===== src/rtl/spi_fifo_pkg.sv =====
package spi_fifo_pkg;
  localparam logic [2:0] ADDR_CTRL  = 3'd0;
  localparam logic [2:0] ADDR_DIV   = 3'd1;
  localparam logic [2:0] ADDR_TXCNT = 3'd2;
  localparam logic [2:0] ADDR_RXCNT = 3'd3;
  localparam logic [2:0] ADDR_DATA  = 3'd4;

  // Encoded select to active-low one-cold lines.
  function automatic logic [2:0] sel_to_ss_n(input logic [1:0] sel);
    logic [2:0] v;
    v = 3'b111;
    if (sel != 2'd0) v[sel - 2'd1] = 1'b0;
    return v;
  endfunction

  // Level thresholds for a queue of a given depth.
  function automatic logic is_half_full(input int unsigned cnt, input int unsigned depth);
    return cnt >= depth / 2;
  endfunction

  function automatic logic is_half_empty(input int unsigned cnt, input int unsigned depth);
    return cnt <= depth / 2;
  endfunction
endpackage


===== src/rtl/spi_byte_fifo.sv =====
module spi_byte_fifo
  import spi_fifo_pkg::*;
#(
  parameter int W     = 8,
  parameter int DEPTH = 16,
  localparam int AW   = $clog2(DEPTH),
  localparam int CW   = AW + 1
) (
  input  logic          clk,
  input  logic          rst_n,
  input  logic          clr,
  input  logic          push,
  input  logic [W-1:0]  din,
  input  logic          pop,
  output logic [W-1:0]  dout,
  output logic [CW-1:0] count,
  output logic          full,
  output logic          empty,
  output logic          half_full,
  output logic          half_empty
);
  logic [W-1:0]  mem [DEPTH];
  logic [AW-1:0] wr_ptr, rd_ptr;
  logic          push_ok, pop_ok;

  assign full       = (count == CW'(DEPTH));
  assign empty      = (count == '0);
  assign half_full  = is_half_full(int'(count), DEPTH);
  assign half_empty = is_half_empty(int'(count), DEPTH);
  assign push_ok    = push && !full;
  assign pop_ok     = pop && !empty;
  assign dout       = mem[rd_ptr];

  always_ff @(posedge clk) begin
    if (push_ok) mem[wr_ptr] <= din;
  end

  always_ff @(posedge clk or negedge rst_n) begin
    if (!rst_n) begin
      wr_ptr <= '0;
      rd_ptr <= '0;
      count  <= '0;
    end else if (clr) begin
      wr_ptr <= '0;
      rd_ptr <= '0;
      count  <= '0;
    end else begin
      if (push_ok) wr_ptr <= wr_ptr + 1'b1;
      if (pop_ok)  rd_ptr <= rd_ptr + 1'b1;
      case ({push_ok, pop_ok})
        2'b10:   count <= count + 1'b1;
        2'b01:   count <= count - 1'b1;
        default: count <= count;
      endcase
    end
  end
endmodule


===== src/rtl/spi_shift_engine.sv =====
module spi_shift_engine #(
  parameter int DIV_W = 16
) (
  input  logic             clk,
  input  logic             rst_n,
  input  logic             enable,
  input  logic [DIV_W-1:0] div,
  input  logic             tx_avail,
  input  logic [7:0]       tx_byte,
  output logic             tx_take,
  input  logic             miso,
  output logic             sck,
  output logic             mosi,
  output logic [7:0]       rx_byte,
  output logic             rx_done,
  output logic             active
);
  logic [DIV_W-1:0] cnt;
  logic [2:0]       bit_idx;
  logic [7:0]       tx_sh, rx_sh;
  logic             half_tick, rise_ev, fall_ev;

  assign tx_take   = !active && enable && tx_avail;
  assign half_tick = active && enable && (cnt == div);
  assign rise_ev   = half_tick && !sck;
  assign fall_ev   = half_tick && sck;
  assign rx_done   = fall_ev && (bit_idx == 3'd7);
  assign mosi      = tx_sh[7];
  assign rx_byte   = rx_sh;

  always_ff @(posedge clk or negedge rst_n) begin
    if (!rst_n) begin
      active  <= 1'b0;
      sck     <= 1'b0;
      cnt     <= '0;
      bit_idx <= '0;
      tx_sh   <= '0;
      rx_sh   <= '0;
    end else if (tx_take) begin
      active  <= 1'b1;
      sck     <= 1'b0;
      cnt     <= '0;
      bit_idx <= '0;
      tx_sh   <= tx_byte;
    end else if (active && enable) begin
      if (half_tick) cnt <= '0;
      else           cnt <= cnt + 1'b1;
      if (rise_ev) begin
        sck   <= 1'b1;
        rx_sh <= {rx_sh[6:0], miso};
      end
      if (fall_ev) begin
        sck <= 1'b0;
        if (bit_idx == 3'd7) begin
          active <= 1'b0;
        end else begin
          bit_idx <= bit_idx + 1'b1;
          tx_sh   <= {tx_sh[6:0], 1'b0};
        end
      end
    end
  end
endmodule


===== src/rtl/spi_fifo_master.sv =====
module spi_fifo_master
  import spi_fifo_pkg::*;
#(
  parameter int DEPTH = 16,
  parameter int DIV_W = 16
) (
  input  logic        clk,
  input  logic        rst_n,
  input  logic        reg_wr,
  input  logic        reg_rd,
  input  logic [2:0]  reg_addr,
  input  logic [15:0] reg_wdata,
  output logic [15:0] reg_rdata,
  output logic        sck,
  output logic        mosi,
  input  logic        miso,
  output logic [2:0]  ss_n
);
  localparam int CW = $clog2(DEPTH) + 1;

  logic [1:0]       sel_q;
  logic             en_q, discard_q;
  logic [DIV_W-1:0] div_q;

  // Named events.
  logic ctrl_wr_ev, tx_clr_ev, rx_clr_ev, tx_push_ev, rx_pop_ev, rx_push_ev, tx_take_ev;
  logic shift_active, busy, byte_done;
  logic [7:0] tx_head, rx_head, rx_captured;
  logic [CW-1:0] tx_cnt, rx_cnt;
  logic tx_full, tx_empty, tx_hf, tx_he;
  logic rx_full, rx_empty, rx_hf, rx_he;
  logic [15:0] status_word;

  assign ctrl_wr_ev = reg_wr && (reg_addr == ADDR_CTRL);
  assign tx_clr_ev  = ctrl_wr_ev && reg_wdata[4];
  assign rx_clr_ev  = ctrl_wr_ev && reg_wdata[5];
  assign tx_push_ev = reg_wr && (reg_addr == ADDR_DATA);
  assign rx_pop_ev  = reg_rd && (reg_addr == ADDR_DATA);
  assign rx_push_ev = byte_done && !discard_q;

  always_ff @(posedge clk or negedge rst_n) begin
    if (!rst_n) begin
      sel_q     <= '0;
      en_q      <= 1'b0;
      discard_q <= 1'b0;
      div_q     <= '0;
    end else if (reg_wr) begin
      if (reg_addr == ADDR_CTRL) begin
        sel_q     <= reg_wdata[1:0];
        en_q      <= reg_wdata[2];
        discard_q <= reg_wdata[3];
      end
      if (reg_addr == ADDR_DIV) div_q <= reg_wdata[DIV_W-1:0];
    end
  end

  spi_byte_fifo #(.W(8), .DEPTH(DEPTH)) u_tx_q (
    .clk(clk), .rst_n(rst_n), .clr(tx_clr_ev),
    .push(tx_push_ev), .din(reg_wdata[7:0]),
    .pop(tx_take_ev), .dout(tx_head), .count(tx_cnt),
    .full(tx_full), .empty(tx_empty), .half_full(tx_hf), .half_empty(tx_he)
  );

  spi_byte_fifo #(.W(8), .DEPTH(DEPTH)) u_rx_q (
    .clk(clk), .rst_n(rst_n), .clr(rx_clr_ev),
    .push(rx_push_ev), .din(rx_captured),
    .pop(rx_pop_ev), .dout(rx_head), .count(rx_cnt),
    .full(rx_full), .empty(rx_empty), .half_full(rx_hf), .half_empty(rx_he)
  );

  spi_shift_engine #(.DIV_W(DIV_W)) u_engine (
    .clk(clk), .rst_n(rst_n), .enable(en_q), .div(div_q),
    .tx_avail(!tx_empty), .tx_byte(tx_head), .tx_take(tx_take_ev),
    .miso(miso), .sck(sck), .mosi(mosi),
    .rx_byte(rx_captured), .rx_done(byte_done), .active(shift_active)
  );

  assign busy = shift_active || !tx_empty;
  assign ss_n = sel_to_ss_n(sel_q);

  assign status_word = {busy, !rx_empty, rx_hf, rx_full, tx_empty, tx_he, !tx_full,
                        5'b0, discard_q, en_q, sel_q};

  always_comb begin
    case (reg_addr)
      ADDR_CTRL:  reg_rdata = status_word;
      ADDR_DIV:   reg_rdata = 16'(div_q);
      ADDR_TXCNT: reg_rdata = 16'(tx_cnt);
      ADDR_RXCNT: reg_rdata = 16'(rx_cnt);
      ADDR_DATA:  reg_rdata = rx_empty ? 16'h0 : {8'h0, rx_head};
      default:    reg_rdata = 16'h0;
    endcase
  end
endmodule


===== config.mk =====
export PLATFORM = sky130hd
export DESIGN_NAME = spi_fifo_master
export DESIGN_NICKNAME = d
export VERILOG_FILES = /design/src/rtl/spi_fifo_pkg.sv /design/src/rtl/spi_byte_fifo.sv /design/src/rtl/spi_shift_engine.sv /design/src/rtl/spi_fifo_master.sv
export SDC_FILE = /design/constraint.sdc
export NUM_CORES = 1
export LEC_CHECK = 0
export ABC_AREA = 1
export BUFFER_PORTS_ARGS = -buffer_cell sky130_fd_sc_hd__clkbuf_2
export CORE_UTILIZATION = 35
export CTS_CLUSTER_SIZE = 24
export DETAILED_ROUTE_END_ITERATION = 8
export GPL_TIMING_DRIVEN = 0
export SETUP_SLACK_MARGIN = 0.02
export SYNTH_ARGS = -nofsm -noshare
export SYNTH_HDL_FRONTEND = slang
export SYNTH_SLANG_ARGS = --single-unit

===== constraint.sdc =====
create_clock -name clk -period 3.1 [get_ports clk]
set_input_delay 0.31 -clock clk [delete_from_list [all_inputs] [get_ports clk]]
set_output_delay 0.31 -clock clk [all_outputs]
set_load 0.03 [all_outputs]

After elaboration in Yosys (flattened, before gate mapping)

Memories as Yosys holds them, arrays and structs flattened.
Index checks and enable logic that the tools add are counted.

Memories: 2
Logic and storage cells: 134
Register bits after elaboration: 83
RAM bits: 256

$add $sub $neg: 11
Reduce and logical (&&, ||, !) cells: 46
Muxes and demuxes: 40
Magnitude comparators: 4
Bitwise logic cells: 2
Equal/unequal tests: 13

Memory list:

| memory     | words | bits a word | read ports | clocked after memory_dff | write ports | RTL line            | source |
|---|---|---|---|---|---|---|---|
| u_rx_q.mem | 16    | 8           | 1          | 0                        | 1           | spi_byte_fifo.sv:22 | `logic [W-1:0] mem [DEPTH];` |
| u_tx_q.mem | 16    | 8           | 1          | 0                        | 1           | spi_byte_fifo.sv:22 |  |

Operator list:

| cell                  | number |
|---|---|
| $pmux 16 s5           | 1 |
| $mux 16               | 3 |
| $mux 8                | 5 |
| $mux 4                | 8 |
| $pmux 5 s2            | 2 |
| $logic_and 1x1->1     | 18 |
| $add 16x1->16 const B | 1 |
| $add 4x1->4 const B   | 4 |
| $eq 16x16->1          | 1 |
| $reduce_bool 2->1     | 8 |
| $mux 3                | 5 |
| $mux 1                | 13 |
| $add 5x1->5 const B   | 2 |
| $eq 5x5->1 const B    | 2 |
| $logic_not 5->1       | 2 |
| $mux 5                | 2 |
| $sub 5x1->5 const B   | 2 |
| $reduce_and 3->1      | 3 |
| $reduce_bool 3->1     | 3 |
| $logic_not 1->1       | 7 |
| $eq 3x2->1 const B    | 2 |
| $eq 3x3->1 const B    | 2 |
| $reduce_and 2->1      | 3 |
| $ge 5x4->1 const B    | 1 |
| other kinds (14)      | 16 |

Depth between registers and ports, before layout

Depth after elaboration: 9
Depth in mapped cells: 21
Gate-level depth less buffers: 21

By module

A second synthesis with hierarchy kept.

Cells, all modules: 1,472
Area total of the unflattened synthesis: 15,388.5 sq um

By module, submodules not included:

| module           | area each (sq um) | seq. area each (sq um) | times used | cells each |
|---|---|---|---|---|
| spi_byte_fifo    | 5,919.4           | 4,169.0                | 2          | 473 |
| spi_shift_engine | 2,304.7           | 925.9                  | 1          | 333 |
| spi_fifo_master  | 1,244.9           | 500.5                  | 1          | 193 |

Least setup slack after synthesis

No wires, ideal clock.

Path type: register -> register
Start point: register u_tx_q.count[1]
End point: register u_tx_q.count[4]
Path buffers: 0
Library setup time: 0.128 ns
Arrival: 2.253 ns
Path slack: 0.720 ns
Period minus slack after synthesis: 2.380 ns
Cell stages (with the launch flop): 13
Data required time: 2.972 ns
Path through: dfrtp_1 > nor3_1 > nand3_1 > nand3_1 > inv_1 > nor2_1 > ha_1 > a21oi_1 > nand2_1 > xor2_1 > xnor2_1 > nand2_1 > o21ai_0

Longest elaborated chain between the ends: 7
Elaborated cells between the ends (all ways): 14
Classes of those cells: add/sub: 2; eq/ne: 3; mux: 2; reduce/logical: 7

RTL lines:

| element                                         | RTL line                                   | source |
|---|---|---|
| start, declared                                 | spi_byte_fifo.sv:16                        | `output logic [CW-1:0] count,` |
| start signal, assigned                          | spi_byte_fifo.sv:51                        | `2'b10: count <= count + 1'b1;` |
| start signal, assigned                          | spi_byte_fifo.sv:52                        | `2'b01: count <= count - 1'b1;` |
| start signal, assigned                          | spi_byte_fifo.sv:53                        | `default: count <= count;` |
| $logic_not 5->1                                 | spi_byte_fifo.sv:27                        | `assign empty = (count == '0);` |
| $logic_not 1->1                                 | spi_byte_fifo.sv:31, spi_fifo_master.sv:73 |  |
| $logic_and 1x1->1                               | spi_shift_engine.sv:23                     | `assign tx_take = !active && enable && tx_avail;` |
| $logic_and 1x1->1                               | spi_byte_fifo.sv:31                        | `assign pop_ok = pop && !empty;` |
| $eq 2x1->1 / $eq 2x2->1 (equally long branches) | spi_byte_fifo.sv:50                        | `case ({push_ok, pop_ok})` |
| $pmux 5 s2                                      | spi_byte_fifo.sv:50                        |  |
| $mux 5                                          | spi_byte_fifo.sv:43                        | `end else if (clr) begin` |

Several ways; a longest one is shown, not always the timed one.
A chain may end at the register's enable or synchronous reset.

Worst setup path after layout

Start point: register u_rx_q.rd_ptr[0]
End point: output port reg_rdata[2]

Longest elaborated chain between the ends: 3

RTL lines:

| element                | RTL line              | source |
|---|---|---|
| start, declared        | spi_byte_fifo.sv:23   | `logic [AW-1:0] wr_ptr, rd_ptr;` |
| start signal, assigned | spi_byte_fifo.sv:49   | `if (pop_ok) rd_ptr <= rd_ptr + 1'b1;` |
| $mem_v2 16x8           | -                     |  |
| $mux 8                 | spi_fifo_master.sv:90 | `ADDR_DATA: reg_rdata = rx_empty ? 16'h0 : {8'h0, rx_head};` |
| $pmux 16 s5            | spi_fifo_master.sv:85 | `case (reg_addr)` |
| end, declared          | spi_fifo_master.sv:13 | `output logic [15:0] reg_rdata,` |

No other way between the ends.

==> flow_metrics.env <==
export IMPL_cp_data_arrival_time_ns=2.73
export IMPL_path_cells="clkbuf_4, clkbuf_2, nor2_1, o22ai_1, o211ai_1, nand2_1, a22oi_1, o2111ai_1, clkbuf_2"
export IMPL_critPathMaxFanout=10
export IMPL_synthesis_nets=1357
export IMPL_relSlewSlack_pct=33.1
export IMPL_rows=74
export IMPL_syn_area_um2=14600
export IMPL_clock_sinks=339
export IMPL_setup_worst_path_class="reg -> out"
export IMPL_p_leak_nw=6.21
export IMPL_max_freq_ghz=0.328
export IMPL_critPathTopFamily="compound AO/OA/AOI/OAI gates"
export IMPL_synth_area_leader_cell="edfxtp_1"
export IMPL_gr_total_overflow=0
export IMPL_synthDistinctLibCells=45
export IMPL_fin_ws_ns=0.0551
export IMPL_worst_pin_slew_ns=1.00
export IMPL_cp_start_kind="flop"
export IMPL_critPathMaxStageDelay_ns=0.41
export IMPL_clock_latency_ns=0.53
export IMPL_peakVddDrop_uv=497
export IMPL_power_density_nw_per_um2=784
export IMPL_yosysMostFrequentCell="edfxtp_1"
export IMPL_rsz0062_at_grt="yes"
export IMPL_hold_path_class="in -> reg"
export IMPL_vias=10407
export IMPL_drive_gt1_share_pct=12.0
export IMPL_synth_common_cells="256 x edfxtp_1, 206 x nor2_1, 199 x o21ai_0, 166 x nand2_1, 86 x inv_1"
export IMPL_end_kind="primary output"
export IMPL_ys_warn_count=0
export IMPL_grt_pass1_wl_mm=59.4
export IMPL_drt_total_wl_mm=38.1
export IMPL_htreeDepth=2
export IMPL_start_util_pct=35.6
export IMPL_fp_dieArea_um2=42600
export IMPL_synth_edff_count=256
export IMPL_pre_cts_slack_ns=0.0415
export IMPL_antenna_found_initial=0
export IMPL_clkTransAtPathRegs_ns=0.06
export IMPL_die_h_um=206
export IMPL_post_synth_top_area_fraction_pct=52.6
export IMPL_cts_tree="yes"
export IMPL_cp_required_ns=2.79
export IMPL_root_buffer="clkbuf_16"
export IMPL_synth_area_leaders="edfxtp_1 53%, dfrtp_1 14%, o21ai_0 6.8%"
export IMPL_ios=45
export IMPL_synth_seq_cells=339
export IMPL_fin_util_pct=41.0
export IMPL_n_antenna_cell=0
export IMPL_nets=1443
export IMPL_hpwl_mm=25.4
export IMPL_numCtsBuffers=37
export IMPL_final_cells=1960
export IMPL_track_usage_pct=18.4
export IMPL_violations="DRC"
export IMPL_hold_viol_final=0
export IMPL_drt_wirelength_per_cell_um=19.5
export IMPL_port_buffers=44
export IMPL_post_cts_buffers=0
export IMPL_dr_pass1_iters=7
export IMPL_cp_common_cell="clkbuf_2"
export IMPL_drc_errors=6
export IMPL_whs_ns=0.0251
export IMPL_setup_tns_ns=0
export IMPL_synthFlopType="edfxtp_1"
export IMPL_slew_violations=0
export IMPL_finalSetupViolations=0
export IMPL_grt_max_degree=59
export IMPL_slowest_stage="dfrtp_1"
export IMPL_status="complete, but fails checks"
export IMPL_place_inst=1892
export IMPL_core_um2=41000
export IMPL_grt_pass1_vias=10168
export IMPL_area_delta_synth_final_pct=15.0
export IMPL_fp_dieW_um=206
export IMPL_maxCapViolCount=0
export IMPL_avgSynthCellArea_um2=11.1
export IMPL_drt_vias_per_instance=5.31
export IMPL_ys_seq_area_share_pct=66.8
export IMPL_cp_num_buf_inv=3
export IMPL_min_period_over_period_pct=98.2
export IMPL_cts_buffer_depth=3
export IMPL_gp_congestion=0.896
export IMPL_ys_async_sr_fraction_pct=24.5
export IMPL_fin_crit_ns=3.04
export IMPL_ant_nets=0
export IMPL_syn_instance_count=1315
export IMPL_drtIter0Drc=958
export IMPL_clock_skew_ns=0.0267
-- metrics by stage --
stage,cell area (µm²),total power [mW]
after global routing,16800,13.8
after detailed placement,15500,8.85
after CTS,16800,13.2
after floorplan,14600,7.63
after global placement,15500,8.78
final,16800,13.2
-- worst register-to-register path: stages, from the launching register on --
cell,delay (ns)
dfrtp_1,0.37
inv_1,0.10
nand2_1,0.07
nand2_1,0.05
nor2_1,0.14
nand2_1,0.06
nor2_1,0.12
nand2_2,0.10
nor2_4,0.14
nand4_4,0.21
clkinv_2,0.16
nand2_1,0.13
nor2_1,0.78
-- report_power, final --
group          switching, mW  leakage, nW  internal, mW  total, mW
combinational           2.45         2.25          1.04       3.49
clock                   1.78        0.583          2.50       4.28
sequential             0.260         3.38          5.14       5.40
total                   4.49         6.21          8.69       13.2
-- placed cells by master, fill, tap and decap left out, drive strengths merged, types with 6 or more instances in the layout --
master	synthesis	layout
nor2	209	209
nand3	29	29
ha	17	17
xor2	9	9
o211ai	19	19
clkinv	3	14
nor3	9	9
mux2	6	6
o22ai	47	47
dfrtp	83	83
a21oi	32	32
o21ai	201	201
inv	100	100
o221ai	38	38
buf	2	8
edfxtp	256	256
clkbuf	52	145
nand2	176	176
-- state kept, by name, summed over array words and instances, names as in the netlist --
register	flops
u_rx_q.mem	128
u_tx_q.mem	128
div_q	16
u_engine.cnt	16
u_engine.rx_byte	8
u_engine.tx_sh	8
u_rx_q.count	5
u_tx_q.count	5
u_rx_q.rd_ptr	4
u_rx_q.wr_ptr	4
u_tx_q.rd_ptr	4
u_tx_q.wr_ptr	4
u_engine.bit_idx	3
sel_q	2
discard_q	1
en_q	1
u_engine.active	1
u_engine.sck	1
-- per-layer routing --
| layer | wire length (µm) | GRT usage, % | up-vias |
|---|---|---|---|
| li1 | - | - | 4850 |
| met5 | 0 | 0 | - |
| met4 | 1200 | 6.59 | 0 |
| met2 | 16900 | 27.9 | 385 |
| met1 | 17100 | 26.4 | 5094 |
| met3 | 2980 | 3.26 | 78 |
-- kinds of logic after synthesis --
group	count (synthesis)	synth area share, %
AO/OA/AOI/OAI	350	14.0
XOR/XNOR	13	0.779
adder cells (fa/ha/maj)	18	1.59
buffers and inverters	157	4.07
flip-flops	339	66.8
multiplexers	6	0.462
AND/OR/NAND/NOR	432	12.3
-- cell type report --
class                      instances  area [µm²]
inverter                         103         390
clock inverter                    12        96.3
clock buffer                      54        1080
sequential                       339        9770
multi-input combinational        819        4280
buffer                            54         250
timing repair buffer              47         273
tap                              532         666
fill                            3881       24200
-- worst paths after layout --
check	startpoint	end	slack, ns	cells after the start
max reg2reg	div_q[4]	u_rx_q.mem[12][6]	0.26	12
max in group asynchronous	rst_n	u_engine.rx_byte[7]	2.18	3
min in group asynchronous	rst_n	div_q[10]	0.27	2
min	reg_wdata[14]	div_q[14]	0.03	3
min reg2reg	u_engine.bit_idx[0]	u_engine.bit_idx[0]	0.48	1
max	u_rx_q.rd_ptr[0]	reg_rdata[2]	0.06	9
-- what timing repair did --
action	CTS	global route
setup endpoints to repair	8	53
endpoints found under the hold margin	26	0
pin swaps	1	1
gates resized for setup	22	32
hold buffers	2	0
Power figures use the tool's default switching activity.
